<file path="src/rtl/link_selftest_ctl.sv">
module link_selftest_ctl #(
  parameter int CW = 10,
  parameter int LW = 9,
  parameter int TAP = 5,
  parameter int SLOTS = 10,
  parameter int LOW_SLOTS = 6,
  parameter logic [CW-1:0] ALT_CODE = 10'b0101010101
) (
  input  logic          clk,
  input  logic          rst_n,
  input  logic          data_en,
  input  logic          ctl_en,
  input  logic          test_n,
  input  logic          seq_rst,
  input  logic [CW-1:0] enc_code,
  output logic [CW-1:0] code_o,
  output logic          last_o,
  output logic          rd_n
);
  localparam int PW = $clog2(SLOTS);
  localparam logic [PW-1:0] PH_LAST = PW'(SLOTS - 1);
  localparam logic [PW-1:0] PH_LOW = PW'(LOW_SLOTS);
  localparam logic [LW-1:0] ONES = '1;
  localparam logic [LW-1:0] START = {ONES[LW-2:0], 1'b0};

  typedef enum logic [1:0] {M_NORM, M_ALT, M_LOOP} mode_t;

  logic [PW-1:0] phase, phase_nx;
  logic [LW-1:0] lfsr, lfsr_adv, lfsr_nx;
  mode_t mode, mode_nx;
  logic pen, pen_nx, boundary;

  assign boundary = (phase == PH_LAST);
  assign phase_nx = boundary ? '0 : phase + 1'b1;
  assign lfsr_adv = {lfsr[LW-2:0], lfsr[LW-1] ^ lfsr[TAP-1]};
  assign lfsr_nx = (!test_n && seq_rst) ? START : lfsr_adv;
  assign mode_nx = test_n ? M_NORM : ((data_en && ctl_en) ? M_ALT : M_LOOP);

  always_comb begin
    pen_nx = pen;
    if (boundary) begin
      case (mode_nx)
        M_NORM:  pen_nx = data_en;
        M_LOOP:  pen_nx = (lfsr_nx == ONES);
        default: pen_nx = 1'b0;
      endcase
    end
  end

  always_ff @(posedge clk or negedge rst_n) begin
    if (!rst_n) begin
      phase  <= '0;
      lfsr   <= ONES;
      mode   <= M_NORM;
      pen    <= 1'b0;
      code_o <= '0;
      last_o <= 1'b0;
      rd_n   <= 1'b1;
    end else begin
      phase <= phase_nx;
      pen   <= pen_nx;
      rd_n  <= ~(pen_nx && (phase_nx < PH_LOW));
      if (boundary) begin
        lfsr   <= lfsr_nx;
        mode   <= mode_nx;
        last_o <= (mode_nx == M_LOOP) && (lfsr_nx == ONES);
        case (mode_nx)
          M_NORM:  code_o <= enc_code;
          M_ALT:   code_o <= ALT_CODE;
          default: code_o <= CW'({lfsr_nx, ^lfsr_nx});
        endcase
      end
    end
  end

  // the serializer word and the loop flag move only at slot ends
  a_r2_code_holds: assert property (@(posedge clk) disable iff (!rst_n)
    (phase != PH_LAST) |=> ($stable(code_o) && $stable(last_o)));
  a_r4_strobe_starts_byte: assert property (@(posedge clk) disable iff (!rst_n)
    $fell(rd_n) |-> (phase == '0));
  a_r5_alt_quiet: assert property (@(posedge clk) disable iff (!rst_n)
    (mode == M_ALT) |-> (rd_n && !last_o && code_o == ALT_CODE));
  a_r7_last_in_loop: assert property (@(posedge clk) disable iff (!rst_n)
    last_o |-> (mode == M_LOOP));
  a_r8_loop_read_once: assert property (@(posedge clk) disable iff (!rst_n)
    ((mode == M_LOOP) && !rd_n) |-> last_o);
  a_r9_restart: assert property (@(posedge clk) disable iff (!rst_n)
    (boundary && !test_n && seq_rst) |=> (lfsr == START));
  a_r10_lfsr_live: assert property (@(posedge clk) disable iff (!rst_n)
    lfsr != '0);
endmodule

</file>
<file path="config.mk">
export PLATFORM = sky130hd
export DESIGN_NAME = link_selftest_ctl
export DESIGN_NICKNAME = d
export VERILOG_FILES = /design/src/rtl/link_selftest_ctl.sv
export SDC_FILE = /design/constraint.sdc
export NUM_CORES = 1
export LEC_CHECK = 0
export BUFFER_PORTS_ARGS = -buffer_cell sky130_fd_sc_hd__buf_2
export CAP_MARGIN = 20
export CORE_MARGIN = 1
export CORE_UTILIZATION = 53
export DETAILED_ROUTE_END_ITERATION = 6
export GPL_ROUTABILITY_DRIVEN = 0
export PLACE_DENSITY = 0.87
export SYNTH_ARGS = -nofsm -noshare
export SYNTH_HDL_FRONTEND = slang
export SYNTH_SLANG_ARGS = --single-unit
</file>
<file path="constraint.sdc">
create_clock -name clk -period 2.4 [get_ports clk]
set_clock_uncertainty 0.1 [all_clocks]
set_input_delay 0.48 -clock clk [delete_from_list [all_inputs] [get_ports clk]]
set_output_delay 0.48 -clock clk [all_outputs]
set_load 0.05 [all_outputs]
</file>
==> impl_metrics.tcl, run 1 <==
set metrics [dict create \
    status "completed" \
    rsz0062_at_grt "false" \
    dr_total_vias 1026 \
    setup-violations-final 0 \
    slowest_delay_ns 0.33 \
    critPathArrivalTime_ns 2.13 \
    drtPass1Iterations 4 \
    postCtsHoldBufs 0 \
    post_cts_resize_count 0 \
    grt_pass1_wl_mm 4.367 \
    gr-usage-all-layers_pct 22.41 \
    syn_area_per_cell_um2 10.10 \
    fmax_mhz 496.7 \
    peakVddDrop_mv 0.3613 \
    place_area_mm2 0.001448 \
    place_hpwl_mm 1.990 \
    min_period_ns 2.013 \
    antenna_found_initial 0 \
    cts_max_level 1 \
    cp_max_fo 9 \
    ios 28 \
    overflow 0 \
    reg2reg_slack_ns 0.41 \
    floorplan.initialDensity_pct 57.33 \
    end_kind "flop" \
    routed_wl_mm 2.588 \
    mostFrequentLayoutCells "buf_2 (27), nand2_1 (17), dfrtp_1 (16), nor2_1 (13)" \
    grt_pass1_vias 1011 \
    synthCells 128 \
    diodes 0 \
    synth_top_area_cell "dfrtp_1" \
    drtAntennaViolNets 0 \
    io_buffers 27 \
    p_per_area_mw_per_mm2 612.5 \
    synthesis.nets 148 \
    drcViolationCount 0 \
    startpoint_type "input pin" \
    worstSetupPathType "in2reg" \
    cts_made_buffers 3 \
    fin_ws_ns 0.3866 \
    cts_tree "yes" \
    drive_gt1_share_pct 37.18 \
    grt_start_max_net_pins 27 \
    tns_ns 0 \
    clockBufferDepth 2 \
    dieArea_mm2 0.002640 \
    timing.rr.end "code_o[0]$_DFFE_PN0N_" \
    synth_area_leaders "dfrtp_1 (31%), dfstp_2 (20%), nand2_1 (4.9%)" \
    ys_seq_area_share_pct 51.31 \
    rows 17 \
    vias_per_cell 5.576 \
    max_cap_viol_count 0 \
    slowest_stage "or2_2" \
    stdcell_area_mm2 0.001484 \
    holdWs_ns 0.01731 \
    power.leakage_uw 0.0006773 \
    drtIter0Drc 19 \
    yosys_register_bits 26 \
    cp.required_ns 2.51 \
    synth.distinct_cells 31 \
    core-area_mm2 0.002255 \
    rr_startpoint "lfsr[8]$_DFFE_PN1N_" \
    fin_crit_sh_pct 83.89 \
    layout.nets 177 \
    syn2layout_area_growth_pct 14.81 \
    hold_viol 0 \
    detail_route.wl_per_cell_um 14.07 \
    maxSlewHeadroom_pct 60.93 \
    path_clk_slew_ns 0.14 \
    die_w_um 51.38 \
    clkLatencyLatePin_ns 0.32 \
    syn_area_mm2 0.001292 \
    synth_top_area_share_pct 30.98 \
    cts_setup_buffers 0 \
    hold_path_class "in2async" \
    ff2ff_path_depth 7 \
    crit_top_cell "xnor2_1" \
    fin_util_pct 65.82 \
    die_height_um 51.38 \
    yosys_warnings 0 \
    cts-root-buf "clkbuf_4" \
    dpl_worst_slack_ns 0.06792 \
    drv_slew 0 \
    crit_path_cell_trace "buf_2 -> and2b_2 -> or2_2 -> ha_1 -> xnor2_1 -> xnor2_1 -> xnor2_1 -> a31oi_1" \
    worst_pin_slew_ns 0.5844 \
    final_common_cell "buf_2" \
    cts_num_sinks 26 \
]
==> area by class of cell <==
type | count | area (µm²)
fill | 173 | 770.7
sequential | 26 | 663.1
multi-input combinational | 89 | 565.5
timing repair buffer | 30 | 157.7
clock buffer | 4 | 36.28
tap | 28 | 35.03
inverter | 7 | 26.28
==> sequential cells by signal, summed over array words and instances, names as in the netlist <==
name,count
lfsr,9
code_o,10
last_o,1
phase,4
rd_n,1
pen,1
==> metal layers <==
metal / vias up / GRT usage, % / wire, µm
li1: 489 / - / -
met1: 488 / 27.99 / 1100
met2: 41 / 38.10 / 1283
met3: 8 / 3.571 / 157
met4: 0 / 9.459 / 46
met5: - / 0 / 0
==> Yosys cell counts <==
cell type	count
nand2_1	17
dfrtp_1	16
nor2_1	13
dfstp_2	10
o21ai_0	10
a21oi_1	8
inv_1	7
xnor2_1	6
mux2_2	5
o22ai_1	5
ha_1	4
or2_2	4
a2bb2oi_1	3
buf_6	2
nor2b_1	2
a21o_1	1
a221o_1	1
a221oi_1	1
a31oi_1	1
and2_2	1
and2b_2	1
buf_2	1
buf_4	1
clkbuf_1	1
clkbuf_2	1
nand3_1	1
nand3b_1	1
nand4_1	1
nor3_4	1
nor4bb_1	1
o21ai_2	1
==> critical path: cells and delay by family <==
family / cells / cell delay [ns]
buffers and inverters: 1 / 0.08
AND/OR/NAND/NOR: 2 / 0.59
AO/OA/AOI/OAI: 1 / 0.10
XOR/XNOR: 3 / 0.55
adder cells (fa/ha/maj): 1 / 0.32
==> where the power goes <==
| group | total, µW | internal, µW | switching (µW) |
|---|---|---|---|
| registers | 487 | 473 | 13.8 |
| logic | 200 | 68.8 | 131 |
| clock network | 222 | 92.9 | 129 |
| total | 909 | 635 | 274 |
==> cell families (layout without fill, tap and decap cells) <==
kind of cell / count (synthesis) / count (layout) / synth area share (%)
AND/OR/NAND/NOR: 43 / 43 / 16.36
multiplexers: 5 / 5 / 4.356
XOR/XNOR: 6 / 6 / 4.066
flip-flops: 26 / 26 / 51.31
AO/OA/AOI/OAI: 31 / 31 / 14.62
buffers and inverters: 13 / 41 / 5.421
adder cells (fa/ha/maj): 4 / 4 / 3.872
==> how the worst max path moves through the flow <==
| stage | depth (start not counted) | startpoint | end |
|---|---|---|---|
| floorplan | 8 | test_n | code_o[0]$_DFFE_PN0N_ |
| global placement | 8 | test_n | code_o[0]$_DFFE_PN0N_ |
| detailed placement | 8 | test_n | code_o[0]$_DFFE_PN0N_ |
| CTS | 8 | test_n | code_o[0]$_DFFE_PN0N_ |
| global route | 9 | seq_rst | code_o[0]$_DFFE_PN0N_ |
| finish | 8 | test_n | code_o[0]$_DFFE_PN0N_ |
==> per-stage QoR <==
stage	cells	total power, µW
floorplan	128	638.8
global placement	180	685.7
detailed placement	180	693.9
CTS	184	916.2
global route	184	947.0
finish	184	908.9
No activity file was read; power rests on OpenSTA's default activity.
==> inputs of run 2 (changes only) <==
--- a/config.mk
+++ b/config.mk
@@ -8,10 +8,10 @@
 export BUFFER_PORTS_ARGS = -buffer_cell sky130_fd_sc_hd__buf_2
 export CAP_MARGIN = 20
 export CORE_MARGIN = 1
-export CORE_UTILIZATION = 53
+export CORE_UTILIZATION = 47
 export DETAILED_ROUTE_END_ITERATION = 6
 export GPL_ROUTABILITY_DRIVEN = 0
-export PLACE_DENSITY = 0.87
+export PLACE_DENSITY = 0.82
 export SYNTH_ARGS = -nofsm -noshare
 export SYNTH_HDL_FRONTEND = slang
 export SYNTH_SLANG_ARGS = --single-unit
==> constraint.sdc (replaced) <==
create_clock -name clk -period 1.81 [get_ports clk]
set_clock_uncertainty 0.1 [all_clocks]
set_input_delay 0.362 -clock clk [delete_from_list [all_inputs] [get_ports clk]]
set_output_delay 0.362 -clock clk [all_outputs]
set_load 0.05 [all_outputs]
==> impl_metrics.tcl, run 2 (synthesis gave the netlist of run 1 again) <==
set metrics [dict create \
    cts_max_level 1 \
    largest_reg_flops 10 \
    drtIter0Drc 23 \
    final_common_cell "buf_2" \
    p_comb_share_pct 25.2 \
    intPower_uw 879.5 \
    pwr-share-clk_pct 22.8 \
    power_frac_seq_pct 52.0 \
    holdWs_ns 0.2146 \
    hold_path_class "in2reg" \
    detail_route.wl_per_cell_um 14.52 \
    ios 28 \
    critPathArrivalTime_ns 1.97 \
    peakVddDrop_mv 0.5533 \
    rows 18 \
    clockBufferDepth 2 \
    grt_pass1_vias 1041 \
    p_per_area_mw_per_mm2 746.6 \
    switchingPower_uw 366.6 \
    worst_pin_slew_ns 0.5786 \
    rsz0062_at_grt "true" \
    drv_slew 0 \
    cp.required_ns 1.96 \
    fin_crit_sh_pct 100.6 \
    io_buffers 27 \
    overflow 0 \
    fin_ws_ns -0.01168 \
    die_height_um 54.44 \
    min_period_ns 1.822 \
    place_hpwl_mm 2.165 \
    die_w_um 54.44 \
    failed_checks "negative setup slack" \
    p_total_uw 1246 \
    drcViolationCount 0 \
    regMostFlops "code_o" \
    path_clk_slew_ns 0.14 \
    dpl_worst_slack_ns -0.2051 \
    fillerInstances 193 \
    maxSlewHeadroom_pct 61.43 \
    power.leakage_uw 0.0007518 \
    antenna_found_initial 0 \
    routed_wl_mm 2.860 \
    grt_start_max_net_pins 27 \
    dieArea_mm2 0.002964 \
    max_cap_viol_count 0 \
    cp_max_fo 3 \
    floorplan.initialDensity_pct 50.79 \
    core-area_mm2 0.002545 \
    drtAntennaViolNets 0 \
    fin_util_pct 65.59 \
    cts-root-buf "clkbuf_4" \
    setup-violations-final 1 \
    worstSetupPathType "reg2reg" \
    status "finished with violations" \
    syn2layout_area_growth_pct 29.14 \
    grt_pass1_wl_mm 4.664 \
    startpoint_type "flop" \
    vias_per_cell 5.391 \
    cts_made_buffers 3 \
    drive_gt1_share_pct 46.71 \
    dr_total_vias 1062 \
    cts_num_sinks 26 \
    reg_top3 "code_o: 10 flops, lfsr: 9 flops, phase: 4 flops" \
    cts_tree "yes" \
    clkLatencyLatePin_ns 0.31 \
    mostFrequentLayoutCells "buf_2 (27), nand2_1 (17), dfrtp_1 (16), buf_4 (12)" \
    layout.nets 188 \
    end_kind "flop" \
    power.share.switching_pct 29.42 \
    hold_viol 0 \
    drtPass1Iterations 4 \
    diodes 0 \
    fmax_mhz 548.9 \
    gr-usage-all-layers_pct 22.41 \
]
-- run 2: changes by cell type in the layout (fill, tap and decap cells not counted), sizes merged --
cell / before / now
dlygate4sd3: 0 / 1
buf: 30 / 40
-- run 2: worst paths after layout --
path                                      from                    end  slack [ns]  cells after the start
min in group asynchronous                rst_n  code_o[2]$_DFFE_PN0N_        0.46                      2
hold / removal                     enc_code[1]  code_o[1]$_DFFE_PN0N_        0.21                      3
setup reg to reg           lfsr[4]$_DFFE_PN1N_         rd_n$_DFF_PN1_       -0.01                      7
max in group asynchronous                rst_n         rd_n$_DFF_PN1_        0.77                      2
setup / recovery           lfsr[4]$_DFFE_PN1N_         rd_n$_DFF_PN1_       -0.01                      7
hold reg to reg            lfsr[0]$_DFFE_PN1N_    lfsr[0]$_DFFE_PN1N_        0.38                      2
-- run 2: metrics by stage --
step,setup TNS (ns),area (µm²),cells
floorplan,-0.1428,1386,128
global placement,-0.3211,1615,191
detailed placement,-0.4695,1615,191
CTS,-0.01471,1662,196
global route,-0.09962,1669,197
finish,-0.01168,1669,197
-- run 2: layout make-up --
| cell class | count | area, µm² | share of cell area [%] |
|---|---|---|---|
| sequential | 26 | 663.1 | 39.73 |
| tap | 30 | 37.54 | 2.249 |
| inverter | 7 | 26.28 | 1.574 |
| multi-input combinational | 89 | 650.6 | 38.98 |
| timing repair buffer | 41 | 255.2 | 15.29 |
| clock buffer | 4 | 36.28 | 2.174 |
-- run 2: repair_timing --
| action | in CTS | in global routing |
|---|---|---|
| setup endpoints to repair | 1 | 2 |
| endpoints found under the hold margin | 16 | 0 |
| hold buffers | 1 | 0 |
| gates resized for setup | 0 | 0 |
| setup buffers | 0 | 1 |
| pin swaps | 0 | 0 |
-- run 2: routing by layer --
metal | wire length (µm) | vias to the layer above | GRT usage (%)
li1 | - | 516 | -
met1 | 1277 | 513 | 26.96
met2 | 1450 | 29 | 40.85
met3 | 102 | 4 | 3.333
met4 | 30 | 0 | 6.410
met5 | 0 | - | 0
-- run 2: worst max-delay path, cell delays in order, from the launching register on --
cell	delay, ns
dfstp_2	0.58
xnor2_1	0.07
nor2_2	0.16
ha_4	0.15
nand4_1	0.13
nor3_4	0.17
o21ai_2	0.09
a221o_1	0.31
-- run 2: power groups by stage --
stage | combinational (µW) | clock [µW] | sequential [µW]
6_report | 314 | 284 | 648
5_1_grt | 338 | 324 | 656
4_1_cts | 315 | 295 | 648
3_5_place_dp | 313 | 0 | 658
3_3_place_gp | 305 | 0 | 656
2_1_floorplan | 145 | 0 | 737
